--- config.mk ---
export PLATFORM = sky130hd
export DESIGN_NAME = column_sampler
export DESIGN_NICKNAME = d
export VERILOG_FILES = /design/src/rtl/cs_pkg.sv /design/src/rtl/cs_condition.sv /design/src/rtl/cs_pointer.sv /design/src/rtl/cs_colreg.sv /design/src/rtl/column_sampler.sv
export SDC_FILE = /design/constraint.sdc
export NUM_CORES = 2
export LEC_CHECK = 0
export BUFFER_PORTS_ARGS = -buffer_cell sky130_fd_sc_hd__buf_2
export CORE_AREA = 5 5 724 726
export DETAILED_ROUTE_END_ITERATION = 12
export DIE_AREA = 0 0 729 731
export MAX_ROUTING_LAYER = met4
export PLACE_DENSITY = 0.3
export SLEW_MARGIN = 10
export SYNTH_ARGS = -nofsm -noshare
export SYNTH_HDL_FRONTEND = slang
export SYNTH_SLANG_ARGS = --single-unit
--- constraint.sdc ---
create_clock -name clk -period 171.7 [get_ports clk]
set_clock_uncertainty 0.2 [all_clocks]
set_input_delay 34.34 -clock clk [delete_from_list [all_inputs] [get_ports clk]]
set_output_delay 34.34 -clock clk [all_outputs]
set_load 0.1 [all_outputs]
--- src/rtl/cs_pkg.sv ---
package cs_pkg;
  localparam int unsigned SUB_BITS = 6;
  localparam int unsigned SUB_CNT  = 3;
  localparam int unsigned WORD_BITS = SUB_BITS * SUB_CNT;
endpackage

--- src/rtl/cs_condition.sv ---
module cs_condition
  import cs_pkg::*;
(
  input  logic [WORD_BITS-1:0] raw_i,
  input  logic                 invert_i,
  output logic [WORD_BITS-1:0] word_o
);
  // each subpixel is flipped on its own field so the slicing stays explicit
  for (genvar s = 0; s < SUB_CNT; s++) begin : g_sub
    assign word_o[s*SUB_BITS +: SUB_BITS] =
      raw_i[s*SUB_BITS +: SUB_BITS] ^ {SUB_BITS{invert_i}};
  end
endmodule

--- src/rtl/cs_pointer.sv ---
module cs_pointer #(
  parameter int unsigned GROUPS  = 103,
  parameter int unsigned SKIP_LO = 50,
  parameter int unsigned SKIP_HI = 52
) (
  input  logic              clk,
  input  logic              rst_n,
  input  logic              start_i,
  input  logic              strobe_i,
  input  logic              dir_up_i,
  input  logic              short_i,
  output logic [GROUPS-1:0] ptr_o,
  output logic              casc_o
);
  localparam logic [GROUPS-1:0] FIRST_UP = {{(GROUPS-1){1'b0}}, 1'b1};
  localparam logic [GROUPS-1:0] FIRST_DN = {1'b1, {(GROUPS-1){1'b0}}};

  logic [GROUPS-1:0] ptr_q, ptr_d, step_vec, band_mask;
  logic              casc_q, casc_d, ptr_en;

  for (genvar g = 0; g < GROUPS; g++) begin : g_step
    localparam bit IN_BAND = (g >= SKIP_LO) && (g <= SKIP_HI);
    logic from_lo, from_hi, jump_up, jump_dn, walk;
    if (g == 0) begin : g_lo0
      assign from_lo = 1'b0;
    end else begin : g_lon
      assign from_lo = ptr_q[g-1];
    end
    if (g == GROUPS-1) begin : g_hi0
      assign from_hi = 1'b0;
    end else begin : g_hin
      assign from_hi = ptr_q[g+1];
    end
    if (g == SKIP_HI+1) begin : g_jup
      assign jump_up = ptr_q[SKIP_LO-1];
    end else begin : g_njup
      assign jump_up = 1'b0;
    end
    if (g == SKIP_LO-1) begin : g_jdn
      assign jump_dn = ptr_q[SKIP_HI+1];
    end else begin : g_njdn
      assign jump_dn = 1'b0;
    end
    assign walk = dir_up_i ? (from_lo | (short_i & jump_up))
                           : (from_hi | (short_i & jump_dn));
    assign band_mask[g] = IN_BAND;
    if (IN_BAND) begin : g_band
      assign step_vec[g] = walk & ~short_i;
    end else begin : g_open
      assign step_vec[g] = walk;
    end
  end

  always_comb begin
    if (start_i)       ptr_d = dir_up_i ? FIRST_UP : FIRST_DN;
    else if (strobe_i) ptr_d = '0;
    else               ptr_d = step_vec;
    ptr_en = start_i | strobe_i | (|ptr_q);
    casc_d = ~start_i & ~strobe_i &
             (dir_up_i ? ptr_q[GROUPS-2] : ptr_q[1]);
  end

  always_ff @(posedge clk or negedge rst_n) begin
    if (!rst_n) begin
      ptr_q  <= '0;
      casc_q <= 1'b0;
    end else begin
      if (ptr_en) ptr_q <= ptr_d;
      casc_q <= casc_d;
    end
  end

  assign ptr_o  = ptr_q;
  assign casc_o = casc_q;

  p_onehot_r2: assert property (@(posedge clk) disable iff (!rst_n)
    $onehot0(ptr_q));
  p_strobe_clear_r8: assert property (@(posedge clk) disable iff (!rst_n)
    (strobe_i && !start_i) |=> (ptr_q == '0));
  p_restart_r9: assert property (@(posedge clk) disable iff (!rst_n)
    start_i |=> (ptr_q == ($past(dir_up_i) ? FIRST_UP : FIRST_DN)));
  p_band_skip_r5: assert property (@(posedge clk) disable iff (!rst_n)
    (short_i && ((ptr_q & band_mask) == '0)) |=> ((ptr_q & band_mask) == '0));
  p_cascade_single_r6: assert property (@(posedge clk) disable iff (!rst_n)
    casc_q |=> !casc_q);
endmodule

--- src/rtl/cs_colreg.sv ---
module cs_colreg
  import cs_pkg::*;
#(
  parameter int unsigned GROUPS = 103
) (
  input  logic                        clk,
  input  logic                        rst_n,
  input  logic [GROUPS-1:0]           we_i,
  input  logic [WORD_BITS-1:0]        word_i,
  output logic [GROUPS*WORD_BITS-1:0] data_o
);
  for (genvar g = 0; g < GROUPS; g++) begin : g_slot
    logic [WORD_BITS-1:0] slot_q;
    always_ff @(posedge clk or negedge rst_n) begin
      if (!rst_n)       slot_q <= '0;
      else if (we_i[g]) slot_q <= word_i;
    end
    assign data_o[g*WORD_BITS +: WORD_BITS] = slot_q;

    p_store_word_r2: assert property (@(posedge clk) disable iff (!rst_n)
      we_i[g] |=> (slot_q == $past(word_i)));
  end
endmodule

--- src/rtl/column_sampler.sv ---
module column_sampler
  import cs_pkg::*;
#(
  parameter int unsigned GROUPS  = 103,
  parameter int unsigned SKIP_LO = 50,
  parameter int unsigned SKIP_HI = 52,
  localparam int unsigned COLS   = GROUPS * SUB_CNT
) (
  input  logic                     clk,
  input  logic                     rst_n,
  input  logic [WORD_BITS-1:0]     pix_i,
  input  logic                     dir_up_i,
  input  logic                     narrow_i,
  input  logic                     invert_i,
  input  logic                     strobe_i,
  input  logic                     start_r_i,
  output logic                     start_r_o,
  output logic                     start_r_oe,
  input  logic                     start_l_i,
  output logic                     start_l_o,
  output logic                     start_l_oe,
  output logic [COLS*SUB_BITS-1:0] col_data_o
);
  logic [1:0]           rsync_q;
  logic                 rst_n_s;
  logic                 start_in, casc;
  logic [GROUPS-1:0]    ptr, we;
  logic [WORD_BITS-1:0] word;

  // asynchronous assertion, synchronous release
  always_ff @(posedge clk or negedge rst_n) begin
    if (!rst_n) rsync_q <= 2'b00;
    else        rsync_q <= {rsync_q[0], 1'b1};
  end
  assign rst_n_s = rsync_q[1];

  assign start_in = dir_up_i ? start_r_i : start_l_i;

  cs_pointer #(.GROUPS(GROUPS), .SKIP_LO(SKIP_LO), .SKIP_HI(SKIP_HI)) u_ptr (
    .clk(clk), .rst_n(rst_n_s), .start_i(start_in), .strobe_i(strobe_i),
    .dir_up_i(dir_up_i), .short_i(narrow_i), .ptr_o(ptr), .casc_o(casc)
  );

  cs_condition u_cond (.raw_i(pix_i), .invert_i(invert_i), .word_o(word));

  // start and strobe edges never store data
  assign we = ptr & {GROUPS{~strobe_i & ~start_in}};

  cs_colreg #(.GROUPS(GROUPS)) u_reg (
    .clk(clk), .rst_n(rst_n_s), .we_i(we), .word_i(word), .data_o(col_data_o)
  );

  assign start_l_o  = casc & dir_up_i;
  assign start_r_o  = casc & ~dir_up_i;
  assign start_l_oe = dir_up_i;
  assign start_r_oe = ~dir_up_i;

  p_idle_out_r1: assert property (@(posedge clk) disable iff (!rst_n_s)
    (ptr == '0 && !start_in) |=> !(start_l_o || start_r_o));
endmodule

* After elaboration in Yosys (flattened, before gate mapping)
Index checks and enable logic that the tools add are counted.
** Storage, ports and cells
- Bits in registers :: 1960
- Bits in latches :: 0
- Memory bits (writable) :: 0
- Memory bits (read-only) :: 0
- Output and inout bits :: 1858
- Memories kept :: 0
** Cells by class
- Add/sub/neg operators :: 0
- Multiply operators :: 0
- Div/mod/pow operators :: 0
- Order comparisons :: 0
- Equal/unequal tests :: 0
- Shift-type cells :: 0
- Mux-type cells :: 108
- Bitwise gates (word level) :: 21
- Reductions and logical operators :: 1
** Operators with widths (count)
- $mux 103 :: 3
- $mux 1 :: 105
- $and 103x103->103 :: 1
- $reduce_or 103->1 :: 1
- $xor 6x6->6 :: 3
- $and 1x1->1 :: 9
- $not 1->1 :: 4
- $or 1x1->1 :: 4

* Logic depth before layout (Yosys ltp)
- Depth after elaboration :: 5
- Depth in mapped cells :: 8
- Depth with buffers taken out :: 3

* Cells and area by module
A second synthesis with hierarchy kept.
** Unflattened totals
- Cell total of the unflattened synthesis :: 4603
- Area total of the unflattened synthesis :: 80817.5 um^2
** Modules (own cells, without submodules)
- cs_colreg :: instances 1, cells each 4112, area each 75045.7 um^2
- cs_pointer :: instances 1, cells each 338, area each 4272.8 um^2
- column_sampler :: instances 1, cells each 133, area each 1310.0 um^2
- cs_condition :: instances 1, cells each 20, area each 188.9 um^2

* Worst setup path after synthesis
No wires, ideal clock.
- Path kind :: input to output
- From :: input dir_up_i
- To :: output start_r_o
- Arrival time :: 36.300 ns
- Slack :: 100.860 ns
- Cell stages on the path :: 4
- Path buffers :: 3
- Cells stage by stage :: buf_2 buf_2 buf_1 nor2b_1
** Between the ends
- Word-level cells in the longest chain between the ends :: 2
** RTL lines
- start: declaration :: RTL line column_sampler.sv:12 : input logic dir_up_i,
- $not 1->1 :: RTL line column_sampler.sv:54 : assign start_r_o = casc & ~dir_up_i;
- $and 1x1->1 :: RTL line column_sampler.sv:54
- end: declaration :: RTL line column_sampler.sv:17 : output logic start_r_o,
No other way between the ends.

* Worst setup path after layout
- From :: input dir_up_i
- To :: output start_l_o
** Between the ends
- Word-level cells in the longest chain between the ends :: 1
** RTL lines
- $and 1x1->1 :: RTL line column_sampler.sv:53 : assign start_l_o = casc & dir_up_i;
- end: declaration :: RTL line column_sampler.sv:20 : output logic start_l_o,
No other way between the ends.

==> metrics.log <==
INFO  metric timing.critical_path.depth = 3
INFO  metric power.static_leakage = 54.9 nW
INFO  metric yosys.cell_types.count = 22
INFO  metric layout_commonest_cell = sky130_fd_sc_hd__dfrtp_1
INFO  metric switching_share = 29.8%
INFO  metric min_path_type = flop to flop
INFO  metric total_count_of_max_transition_violations_in_the_final_report = 0
INFO  metric syn-num-nets = 4627
INFO  metric reg2reg_to = u_reg.g_slot[101].slot_q[11]
INFO  metric slew_headroom = 16.8%
INFO  metric cts_resized = 0
INFO  metric chip_width = 729 um
INFO  metric postRouteAntennaNets = 0
INFO  metric critPathBufInv = 2
INFO  metric detail_route.iter0.violations = 1847
INFO  metric min_period_over_period = 40.7%
INFO  metric critical_path.startpoint = dir_up_i
INFO  metric setup_violation_total_in_the_final_timing_report = 0
INFO  metric root_buffer = sky130_fd_sc_hd__clkbuf_16
INFO  metric fin_crit = 69.85 ns
INFO  metric timing.fmax = 14.3 MHz
INFO  metric cp_slowest_cell = sky130_fd_sc_hd__buf_2
INFO  metric ys_warn_count = 0
INFO  metric sequential_fraction_of_design_power = 40.8%
INFO  metric first_pass_iteration_count_of_the_detailed_router = 4
INFO  metric areal_power_density_over_the_cells = 11.4 nW/um^2
INFO  metric worst_setup_path_endpoint = start_l_o
INFO  metric route.final.wire_length = 375 mm
INFO  metric worstPathRequired = 137.16 ns
INFO  metric antenna_found_initial = 54
INFO  metric wl_per_cell = 27.5 um
INFO  metric dp_slack = 101.79 ns
INFO  metric htree_levels = 5
INFO  metric mappedNetlistArea = 75400 um^2
INFO  metric top_ports = 1884
INFO  metric clock_latency = 0.89 ns
INFO  metric numPlacedInstances = 13100
INFO  metric cts_tree = done
INFO  metric cell_internal_pwr = 0.000815 W
INFO  metric layout.core_utilization = 19.8%
INFO  metric total_negative_setup_slacks = 0 ns
INFO  metric cpPeakStageDelay = 0.43 ns
INFO  metric floorplan.die.height = 731 um
INFO  metric crit_path_max_fanout = 44
INFO  metric initial_core_util = 14.6%
INFO  metric worstSetupPathType = input port to primary output
INFO  metric drc_errors = 0
INFO  metric tightest_slew = 1.24 ns
INFO  metric stdcell_count = 13600
INFO  metric floorplan.rows = 264
INFO  metric outcome = finished, final reports clean
INFO  metric tritoncts_num_sinks = 1960
INFO  metric globalplace.congestion = 0.751
INFO  metric total_count_of_hold_check_failures_in_the_final_report = 0
INFO  metric layout_setup_ws = 101.85 ns
INFO  metric rsz0062_at_grt = no
INFO  metric first_global_vias = 51000
INFO  metric r2r-start = rsync_q[1]
INFO  metric synth-seq-cells = 1960
INFO  metric io_buffers = 1883
INFO  metric grt_pass1_wl = 496 mm
INFO  metric pwr-share-comb = 10.8%
INFO  metric post-cts-setup-buffers = 0
INFO  metric setup.worst_path.start_class = input port
INFO  metric max_cap_viol_count = 0
INFO  metric worstPathArrival = 35.31 ns
INFO  metric die_area = 533000 um^2
INFO  metric worstPathCellList = buf_8, and2_1, buf_2
INFO  metric number_of_cts_inserted_buffers = 265
INFO  metric place_hpwl = 265 mm
INFO  metric clkPwrFrac = 48.4%
INFO  metric vdd_drop_max = 0.00619 mV
INFO  metric cts.hold.buffers_added = 0
INFO  metric grt.overflow.total = 0
INFO  metric p_sw = 0.000346 W
INFO  metric instance_count_of_the_mapped_netlist = 4601
INFO  metric core = 516000 um^2
INFO  metric layout.nets = 6525
INFO  metric global_route.usage.total = 13.9%
INFO  metric cts_buffer_depth = 4
INFO  metric clock_slew_at_reported_path_ffs = 0.06 ns
INFO  metric r2r_setup_slk = 165.18 ns
INFO  metric register_to_register_path_depth = 7
INFO  metric timing.critical_path.max_delay_family = buffers and inverters
INFO  metric yosysSeqAreaShare = 65.1%
INFO  metric synthesis.area_per_instance = 16.4 um^2
INFO  metric area.growth.synth_to_final = 35.4%
INFO  metric layout_cell_share_with_drive_strength_beyond_1 = 57.9%
INFO  metric grt_start_max_net_pins = 164
INFO  metric layout_common_cells = sky130_fd_sc_hd__dfrtp_1, sky130_fd_sc_hd__buf_2, sky130_fd_sc_hd__mux2_2
INFO  metric vias = 47200
INFO  metric worst_setup_path_end_kind = primary output
INFO  metric viasPerCell = 3.46
==> layout make-up <==
class,count,area (um^2)
fillers,56000,414000
flip-flops and latches,1960,49100
multi-input cells,2187,24500
repair buffers,2084,11000
well taps,6916,8650
clock buffers,398,7750
clock inverters,72,1010
diodes,17,42.5
inverters,1,3.75
==> routing by layer <==
layer  track usage [%]  wire length, um  vias up
met5                 -                0        -
met3              4.94            33200      428
met2              22.9           181000     1747
met1              16.2           150000    25100
li1                  -                -    19900
met4              3.65            10900        0
==> state kept, by name (all words and copies together), names as in the netlist <==
signal,cells
u_reg.g_slot.slot_q,1854
rsync_q,2
u_ptr.ptr_o,103
u_ptr.casc_o,1
==> synthesized netlist by cell type <==
cell	instances	area share, %
sky130_fd_sc_hd__nor3_1	4	0.027
sky130_fd_sc_hd__buf_6	64	0.96
sky130_fd_sc_hd__buf_2	30	0.20
sky130_fd_sc_hd__mux2_1	580	8.7
sky130_fd_sc_hd__xor2_1	18	0.21
sky130_fd_sc_hd__nor2b_1	1	0.0083
sky130_fd_sc_hd__buf_1	1	0.0050
sky130_fd_sc_hd__mux2i_1	99	1.3
sky130_fd_sc_hd__mux2_4	1	0.020
sky130_fd_sc_hd__clkbuf_1	214	1.1
sky130_fd_sc_hd__nor3b_1	44	0.44
sky130_fd_sc_hd__buf_4	144	1.4
sky130_fd_sc_hd__conb_1	1	0.0050
sky130_fd_sc_hd__dfrtp_1	1960	65
sky130_fd_sc_hd__nor3b_2	59	0.98
sky130_fd_sc_hd__a21oi_1	1	0.0066
sky130_fd_sc_hd__and2_1	1	0.0083
sky130_fd_sc_hd__or2_1	1	0.0083
sky130_fd_sc_hd__mux2_2	1277	19
sky130_fd_sc_hd__a211oi_1	2	0.020
sky130_fd_sc_hd__nor2_1	98	0.49
sky130_fd_sc_hd__inv_1	1	0.0050
==> cells by family (layout without fill, tap and decap cells) <==
family                 after synthesis  count (layout)  share of synthesized area [%]
buffers and inverters              454            2555                           3.66
multiplexers                      1957            1957                           29.1
XOR/XNOR                            18              18                          0.209
AO/OA/AOI/OAI                        3               3                         0.0265
AND/OR/NAND/NOR                    208             208                           1.96
flip-flops                        1960            1960                           65.1
other                                1              18                        0.00497
==> metrics by stage <==
stage	power, W	hold slack (ns)	cell area (um^2)
finish	0.00116	0.158	102000
global route	0.00121	0.186	102000
CTS	0.00119	0.166	102000
detailed placement	0.000611	0.152	93200
global placement	0.000611	0.136	93200
floorplan	0.000563	0.131	75400
==> power groups by stage <==
stage / Sequential (W) / Combinational (W) / Clock (W)
CTS: 0.000474 / 0.000130 / 0.000588
detailed placement: 0.000482 / 0.000130 / 0
floorplan: 0.000544 / 0.0000194 / 0
global route: 0.000474 / 0.000131 / 0.000605
global placement: 0.000482 / 0.000129 / 0
finish: 0.000474 / 0.000125 / 0.000562
==> worst reg2reg max path: stages, from the launching register on <==
cell                      delay (ns)
sky130_fd_sc_hd__dfrtp_4        0.87
sky130_fd_sc_hd__buf_12         0.52
sky130_fd_sc_hd__buf_4          1.02
sky130_fd_sc_hd__buf_4          0.62
sky130_fd_sc_hd__buf_4          0.69
sky130_fd_sc_hd__buf_4          0.82
sky130_fd_sc_hd__buf_4          0.71
sky130_fd_sc_hd__buf_4          0.96
==> how the worst min path moves through the flow <==
| stage | startpoint | end | cells after the start |
|---|---|---|---|
| 4_1_cts | rsync_q[0] | rsync_q[1] | 0 |
| 3_5_place_dp | rsync_q[0] | rsync_q[1] | 0 |
| 6_report | rsync_q[0] | rsync_q[1] | 0 |
| 3_3_place_gp | rsync_q[0] | rsync_q[1] | 0 |
| 5_1_grt | rsync_q[0] | rsync_q[1] | 0 |
| 2_1_floorplan | rsync_q[0] | rsync_q[1] | 0 |
Power figures use the tool's default switching activity.
